## config.mk

```make
export PLATFORM = sky130hd
export DESIGN_NAME = mdio_mgmt_master
export DESIGN_NICKNAME = d
export VERILOG_FILES = /design/src/rtl/mdio_pkg.sv /design/src/rtl/mdio_ctrl.sv /design/src/rtl/mdio_dp.sv /design/src/rtl/mdio_mgmt_master.sv
export SDC_FILE = /design/constraint.sdc
export NUM_CORES = 1
export LEC_CHECK = 0
export ABC_AREA = 1
export CORE_ASPECT_RATIO = 0.6
export CORE_MARGIN = 2
export CORE_UTILIZATION = 55
export DETAILED_ROUTE_END_ITERATION = 8
export GPL_TIMING_DRIVEN = 1
export PLACE_DENSITY = 0.86
export SETUP_SLACK_MARGIN = 0.02
export SLEW_MARGIN = 20
export SYNTH_ARGS = -nofsm -noshare
export SYNTH_HDL_FRONTEND = slang
export SYNTH_SLANG_ARGS = --single-unit
```

## constraint.sdc

```tcl
create_clock -name clk -period 2.3 [get_ports clk]
set_input_delay 0.575 -clock clk [delete_from_list [all_inputs] [get_ports clk]]
set_output_delay 0.575 -clock clk [all_outputs]
set_load 0.02 [all_outputs]
```

## src/rtl/mdio_pkg.sv

```systemverilog
package mdio_pkg;
  localparam int DATA_LSB  = 0;
  localparam int PHY_LSB   = 16;
  localparam int REG_LSB   = 21;
  localparam int OP_BIT    = 26;
  localparam int VALID_BIT = 27;
  localparam int BUSY_BIT  = 28;

  typedef struct packed {
    logic accept;
    logic shiftOut;
    logic sampleIn;
    logic finish;
  } mdioStrobe_t;
endpackage

```

## src/rtl/mdio_ctrl.sv

```systemverilog
module mdio_ctrl
  import mdio_pkg::*;
#(
  parameter int HALF_DIV      = 4,
  parameter int PREAMBLE_BITS = 32
) (
  input  logic        clk,
  input  logic        rstN,
  input  logic        regWrEn,
  input  logic        wrIsRead,
  output mdioStrobe_t strb,
  output logic        mdc,
  output logic        busy,
  output logic        driveEn
);
  localparam int FRAME_BITS = PREAMBLE_BITS + 32;
  localparam int IDX_W      = $clog2(FRAME_BITS);
  localparam int DIV_W      = $clog2(HALF_DIV + 1);
  localparam int RELEASE_AT = PREAMBLE_BITS + 14;
  localparam int DATA_AT    = PREAMBLE_BITS + 16;

  logic [DIV_W-1:0] divCnt;
  logic [IDX_W-1:0] bitIdx;
  logic             mdcR;
  logic             rdOp;
  logic             tick;
  logic             lastBit;

  assign tick    = busy && (divCnt == DIV_W'(HALF_DIV - 1));
  assign lastBit = (bitIdx == IDX_W'(FRAME_BITS - 1));

  always_comb begin
    strb.accept   = regWrEn && !busy;
    strb.shiftOut = tick && mdcR && !lastBit;
    strb.sampleIn = tick && !mdcR && rdOp && (bitIdx >= IDX_W'(DATA_AT));
    strb.finish   = tick && mdcR && lastBit;
  end

  always_ff @(posedge clk) begin
    if (!rstN) begin
      busy   <= 1'b0;
      mdcR   <= 1'b0;
      divCnt <= '0;
      bitIdx <= '0;
      rdOp   <= 1'b0;
    end else if (strb.accept) begin
      busy   <= 1'b1;
      mdcR   <= 1'b0;
      divCnt <= '0;
      bitIdx <= '0;
      rdOp   <= wrIsRead;
    end else if (busy) begin
      divCnt <= tick ? '0 : divCnt + 1'b1;
      if (tick) begin
        mdcR <= ~mdcR;
        if (mdcR) begin
          if (lastBit) busy <= 1'b0;
          else         bitIdx <= bitIdx + 1'b1;
        end
      end
    end
  end

  assign mdc     = mdcR;
  assign driveEn = busy && !(rdOp && (bitIdx >= IDX_W'(RELEASE_AT)));
endmodule

```

## src/rtl/mdio_dp.sv

```systemverilog
module mdio_dp
  import mdio_pkg::*;
#(
  parameter int PREAMBLE_BITS = 32
) (
  input  logic        clk,
  input  logic        rstN,
  input  mdioStrobe_t strb,
  input  logic [31:0] regWrData,
  input  logic        mdioIn,
  output logic        mdioOut,
  output logic        readValid,
  output logic [26:0] cmdWord
);
  localparam int FRAME_BITS = PREAMBLE_BITS + 32;

  logic [FRAME_BITS-1:0] txShift;
  logic [15:0]           rxShift;
  logic [1:0]            opCode;

  assign opCode = regWrData[OP_BIT] ? 2'b10 : 2'b01;

  always_ff @(posedge clk) begin
    if (!rstN) begin
      txShift   <= '0;
      rxShift   <= '0;
      cmdWord   <= '0;
      readValid <= 1'b0;
    end else begin
      if (strb.accept) begin
        txShift   <= {{PREAMBLE_BITS{1'b1}}, 2'b01, opCode,
                      regWrData[PHY_LSB +: 5], regWrData[REG_LSB +: 5],
                      2'b10, regWrData[DATA_LSB +: 16]};
        cmdWord   <= regWrData[26:0];
        readValid <= 1'b0;
      end else if (strb.shiftOut) begin
        txShift <= {txShift[FRAME_BITS-2:0], 1'b0};
      end
      if (strb.sampleIn) rxShift <= {rxShift[14:0], mdioIn};
      if (strb.finish && cmdWord[OP_BIT]) begin
        readValid     <= 1'b1;
        cmdWord[15:0] <= rxShift;
      end
    end
  end

  assign mdioOut = txShift[FRAME_BITS-1];
endmodule

```

## src/rtl/mdio_mgmt_master.sv

```systemverilog
module mdio_mgmt_master
  import mdio_pkg::*;
#(
  parameter int HALF_DIV      = 4,
  parameter int PREAMBLE_BITS = 32
) (
  input  logic        clk,
  input  logic        rstN,
  input  logic        regWrEn,
  input  logic [31:0] regWrData,
  output logic [31:0] regRdData,
  output logic        mdc,
  output logic        mdioOut,
  output logic        mdioOe,
  input  logic        mdioIn
);
  mdioStrobe_t strb;
  logic        busy;
  logic        readValid;
  logic [26:0] cmdWord;

  mdio_ctrl #(.HALF_DIV(HALF_DIV), .PREAMBLE_BITS(PREAMBLE_BITS)) u_ctrl (
    .clk(clk), .rstN(rstN), .regWrEn(regWrEn), .wrIsRead(regWrData[OP_BIT]),
    .strb(strb), .mdc(mdc), .busy(busy), .driveEn(mdioOe)
  );

  mdio_dp #(.PREAMBLE_BITS(PREAMBLE_BITS)) u_dp (
    .clk(clk), .rstN(rstN), .strb(strb), .regWrData(regWrData),
    .mdioIn(mdioIn), .mdioOut(mdioOut), .readValid(readValid), .cmdWord(cmdWord)
  );

  assign regRdData = {3'b000, busy, readValid, cmdWord};
endmodule

```

# Yosys cells after proc, flatten, opt, wreduce, memory -nomap -nowiden
# Index checks and enable logic that the tools add are counted.
# classes
add_sub_neg,2
n_mux,13
magnitude_cmp,2
n_eq_ne,2
n_bitwise,3
n_reduce_logical,20
# op_table
operator,n
two-way mux 64 bit,2
two-way mux 16 bit,2
">= comparator 6 bit, second input constant",2
logical AND 1 bit,11
two-way mux 1 bit,7
"adder 6 x 1 -> 6 bit, second input constant",1
"equality test 6 bit, second input constant",1
logical NOT 1 bit,4
AND reduction 4 bit,1
nonzero test 2 bit,2
"adder 3 x 1 -> 3 bit, second input constant",1
"equality test 3 x 2 -> 1 bit, second input constant",1
two-way mux 3 bit,1
inverter 1 bit,3
two-way mux 2 bit,1
AND reduction 2 bit,1
OR reduction 2 bit,1
# totals
out_inout_bits,35
input_bits,36
ff_bits,120

# Logic depth before layout (Yosys ltp)
# logic_depth
word_depth,6
ltp_mapped,10
depth_no_buf,9

# Modules after synthesis
# From an unflattened synthesis, not the netlist that was laid out.
# hier_totals
cells_unflattened,672
area_unflattened_um2,4885.9
# by_module_without_submodules
mod,cells_per_inst,n_inst,area_each_um2
mdio_dp,582,1,4224.1
mdio_ctrl,84,1,620.6
mdio_mgmt_master,6,1,41.3

# Least setup slack after synthesis
# No wires, ideal clock.
# synth_path
path_type,register to output
startpoint,reg u_ctrl.busy
endpoint,out mdioOe
arrival_ns,1.080
path_slack_ns,0.645
path_stages_with_launch,3
n_path_buf,0
path_cell_list,dfxtp_1 inv_1 nor3_1
# synth_between
elab_chain_cells,1
# synth_lines
element,line_no,text
start: declaration,mdio_ctrl.sv:13,"output logic busy,"
start signal: assignment,mdio_ctrl.sv:41,busy <= 1'b0;
start signal: assignment,mdio_ctrl.sv:47,busy <= 1'b1;
start signal: assignment,mdio_ctrl.sv:57,if (lastBit) busy <= 1'b0;
logical AND 1 bit,mdio_ctrl.sv:65,assign driveEn = busy && !(rdOp && (bitIdx >= IDX_W'(RELEASE_AT)));
end: declaration,mdio_mgmt_master.sv:14,"output logic mdioOe,"
# No other way between the ends.

# Worst setup path in the final report
# layout_path
startpoint,reg u_ctrl.bitIdx[2]
endpoint,out mdioOe
# layout_between
elab_chain_cells,4
# layout_lines
element,line_no,text
start: declaration,mdio_ctrl.sv:23,logic [IDX_W-1:0] bitIdx;
start signal: assignment,mdio_ctrl.sv:58,else bitIdx <= bitIdx + 1'b1;
>= comparator 6 bit,mdio_ctrl.sv:65,
logical AND 1 bit,mdio_ctrl.sv:65,
logical NOT 1 bit,mdio_ctrl.sv:65,
logical AND 1 bit,mdio_ctrl.sv:65,
# No other way between the ends.

==> summary.txt <==
Number of global-route vias before repair: 4153
Hold_sp: u_dp.cmdWord[20]
# diodes: 0
IO buf count: 62
First-pass DRT Iterations: 6
Die width: 125.5 um
Total Nets Final: 748
Required @ worst endpoint: 1.73 ns
RSZ-0062 raised after global routing: false
Worst Setup Slack post-DPL: 0.1574 ns
Max FO, Critical Path: 4
CTS Hold Buffers Added: 0
Hold Path Sink: u_dp.cmdWord[20]
Seq pwr share: 41.1%
Setup crit start kind: flop
CP endpoint kind: output port
Hold Path Cell Cnt: 2
Fin Setup TNS: 0 ns
Gate power share: 10.0%
Seq cells post-synth: 119
# DRC: 0
Worst setup margin: 0.1903 ns
Critical path origin: u_ctrl.bitIdx[2]
CTS root buf: clkbuf_16
Setup bufs post-CTS: 0
Sw Share: 23.33%
DR iter-0 viols: 520
Worst EP arrival: 1.53 ns
Mapped Avg Cell Area: 7.356 um^2
Pin count of the biggest net entering global routing: 47
# rows: 26
Max Cap Viol: 0
Outcome: complete, no violations
Leak Pwr: 2.509 nW
Grt ovf: 0
Total Wirelength: 12.10 mm
Hold Fails Final Rpt: 0
Setup Skew: 0.007084 ns
Routed len/inst: 14.51 um
Cell Area, Synth: 4870 um^2
CTS tree: yes
Vias: 4563
HP Class: flop to flop
Cell-internal power: 4.200 mW
R2R depth: 7
H-tree depth: 4
Initial antenna violation count: 0
Cell Count, Final, Fillers Out: 834
Clock slew at reported path FFs: 0.05 ns
Initial Utilization: 56.92%
Vias/cell: 5.471
Fmax: 0.4740 GHz
Vert. Die Dim: 76.89 um
P_sw: 1.278 mW
Max VDD drop: 580.7 uV
R2r endpoint: u_dp.cmdWord[15]
Gpl congestion: 0.8667
Setup violations, final: 0
Max Root-Sink Buffers: 2
Core footprint: 8556 um^2
Fraction of layout cells with a size suffix above 1: 8.033%
Worst flop-to-flop path startpoint: u_ctrl.bitIdx[0]
Clk Latency, worst-skew pair: 0.41 ns
Fin. max-slew vios: 0
Unique cell type count in the Yosys netlist: 28
Placed insts: 803
Warnings from Yosys: 0
Sequential area share after synthesis: 48.92%
Layout area overhead: 25.00%
Final period util: 91.72%
Num CTS Buffers: 17
Pwr dens: 900.0 nW/um^2
Synth Instances: 662
HPWL Detailed: 7.533 mm
Post-DRT Antenna Nets: 0
Clk pwr share: 48.8%
IO Pins: 71
All-Layer GR Usage: 25.45%
Die area: 9647 um^2
Reg-to-reg slack, setup: 0.50 ns
CTS sink count: 119
Tmin final: 2.110 ns
Wire length of the first global-routing pass: 19.61 mm
CP Class: flop to output port
==> routing by layer <==
metal / vias to the layer above / part of all wire (%) / GRT usage (%)
met1: 2119 / 46 / 33.61
met2: 203 / 45 / 39.19
li1: 2228 / - / -
met5: - / 0 / 0
met3: 13 / 8.0 / 9.351
met4: 0 / 0.73 / 7.556
==> per-stage QoR <==
step           total power, mW  hold slack (ns)  cell area [um^2]  utilization (%)
2_1_floorplan            2.641           0.4295              4877                -
3_3_place_gp             2.805           0.4368              5474            63.98
6_report                 5.478           0.4469              6087            71.15
3_5_place_dp             2.832           0.4337              5474            63.98
5_1_grt                  5.676           0.4786              6087            71.15
4_1_cts                  5.500           0.4466              6085            71.12
==> state kept, by name (all words and copies together), names as in the netlist <==
name and cells:
u_dp.txShift 64, u_dp.cmdWord 27, u_dp.rxShift 16, u_ctrl.bitIdx 6, u_ctrl.divCnt 3, u_ctrl.busy 1, u_ctrl.mdc 1, u_dp.readValid 1
==> logic make-up after synthesis <==
family	synth area share [%]
AND/OR/NAND/NOR	29.47
flip-flops	48.92
AO/OA/AOI/OAI	12.13
buffers and inverters	8.531
XOR/XNOR	0.3598
adder cells (fa/ha/maj)	0.5138
other	0.07701
==> worst max-delay path by stage <==
| stage | end | cells past startpoint |
|---|---|---|
| after floorplan | mdioOe | 2 |
| after global routing | mdioOe | 4 |
| after CTS | regRdData[26] | 2 |
| final | mdioOe | 4 |
| after global placement | u_dp.txShift[28] | 7 |
| after detailed placement | u_dp.txShift[28] | 7 |
==> what timing repair did <==
| item | 4_1_cts | 5_1_grt |
|---|---|---|
| gates resized for setup | 1 | 1 |
| setup endpoints to repair | 1 | 1 |
| pin swaps | 0 | 0 |
==> critical path: stages, from the launching register on <==
cell and delay (ns):
dfxtp_1 0.39, nand2_1 0.12, nor3b_1 0.22, nor3_1 0.08
dlygate4sd2_1 0.32
==> layout by cell type, fill, tap and decap left out, types with 16 or more instances in the layout <==
master	count
nand4_1	16
a21oi_1	56
clkbuf_16	17
dfxtp_1	119
nand3_1	46
nand2_1	144
clkdlybuf4s50_1	59
inv_1	27
nor2_1	125
o21ai_0	48
==> power by group through the flow <==
stage / Combinational (mW) / Clock (mW) / Sequential (mW)
6_report: 0.548 / 2.68 / 2.25
2_1_floorplan: 0.324 / 0 / 2.32
3_3_place_gp: 0.520 / 0 / 2.28
3_5_place_dp: 0.539 / 0 / 2.29
4_1_cts: 0.546 / 2.70 / 2.25
5_1_grt: 0.606 / 2.80 / 2.27
==> cell type report <==
| class | count | area [um^2] |
|---|---|---|
| fillers | 670 | 2469 |
| flip-flops and latches | 119 | 2382 |
| multi-input cells | 465 | 2082 |
| repair buffers | 78 | 762.0 |
| clock buffers | 24 | 521.8 |
| well taps | 112 | 140.1 |
| inverters | 29 | 108.9 |
| clock inverters | 7 | 90.09 |
==> synth_stat cells <==
cell type / n / share of area, %
nor2_2: 1 / 0.13
conb_1: 1 / 0.077
nor2_4: 1 / 0.23
ha_1: 2 / 0.51
nor2_1: 125 / 9.6
a21oi_1: 56 / 5.8
clkbuf_1: 16 / 1.2
and2_1: 1 / 0.13
nor3b_1: 1 / 0.15
a211oi_2: 1 / 0.26
nand3_1: 46 / 4.7
xor2_1: 2 / 0.36
nand3_4: 2 / 0.72
o21ai_1: 10 / 1.0
nand4_1: 16 / 2.1
dfxtp_1: 119 / 49
inv_1: 27 / 2.1
inv_2: 2 / 0.15
buf_2: 12 / 1.2
buf_4: 16 / 2.5
nand2_1: 145 / 11
clkbuf_2: 2 / 0.21
o21ai_0: 48 / 4.9
buf_6: 5 / 1.2
nand2_2: 2 / 0.26
nor3_1: 1 / 0.10
a211oi_1: 1 / 0.15
nand3b_1: 1 / 0.15
(Power assumes the default switching activity.)
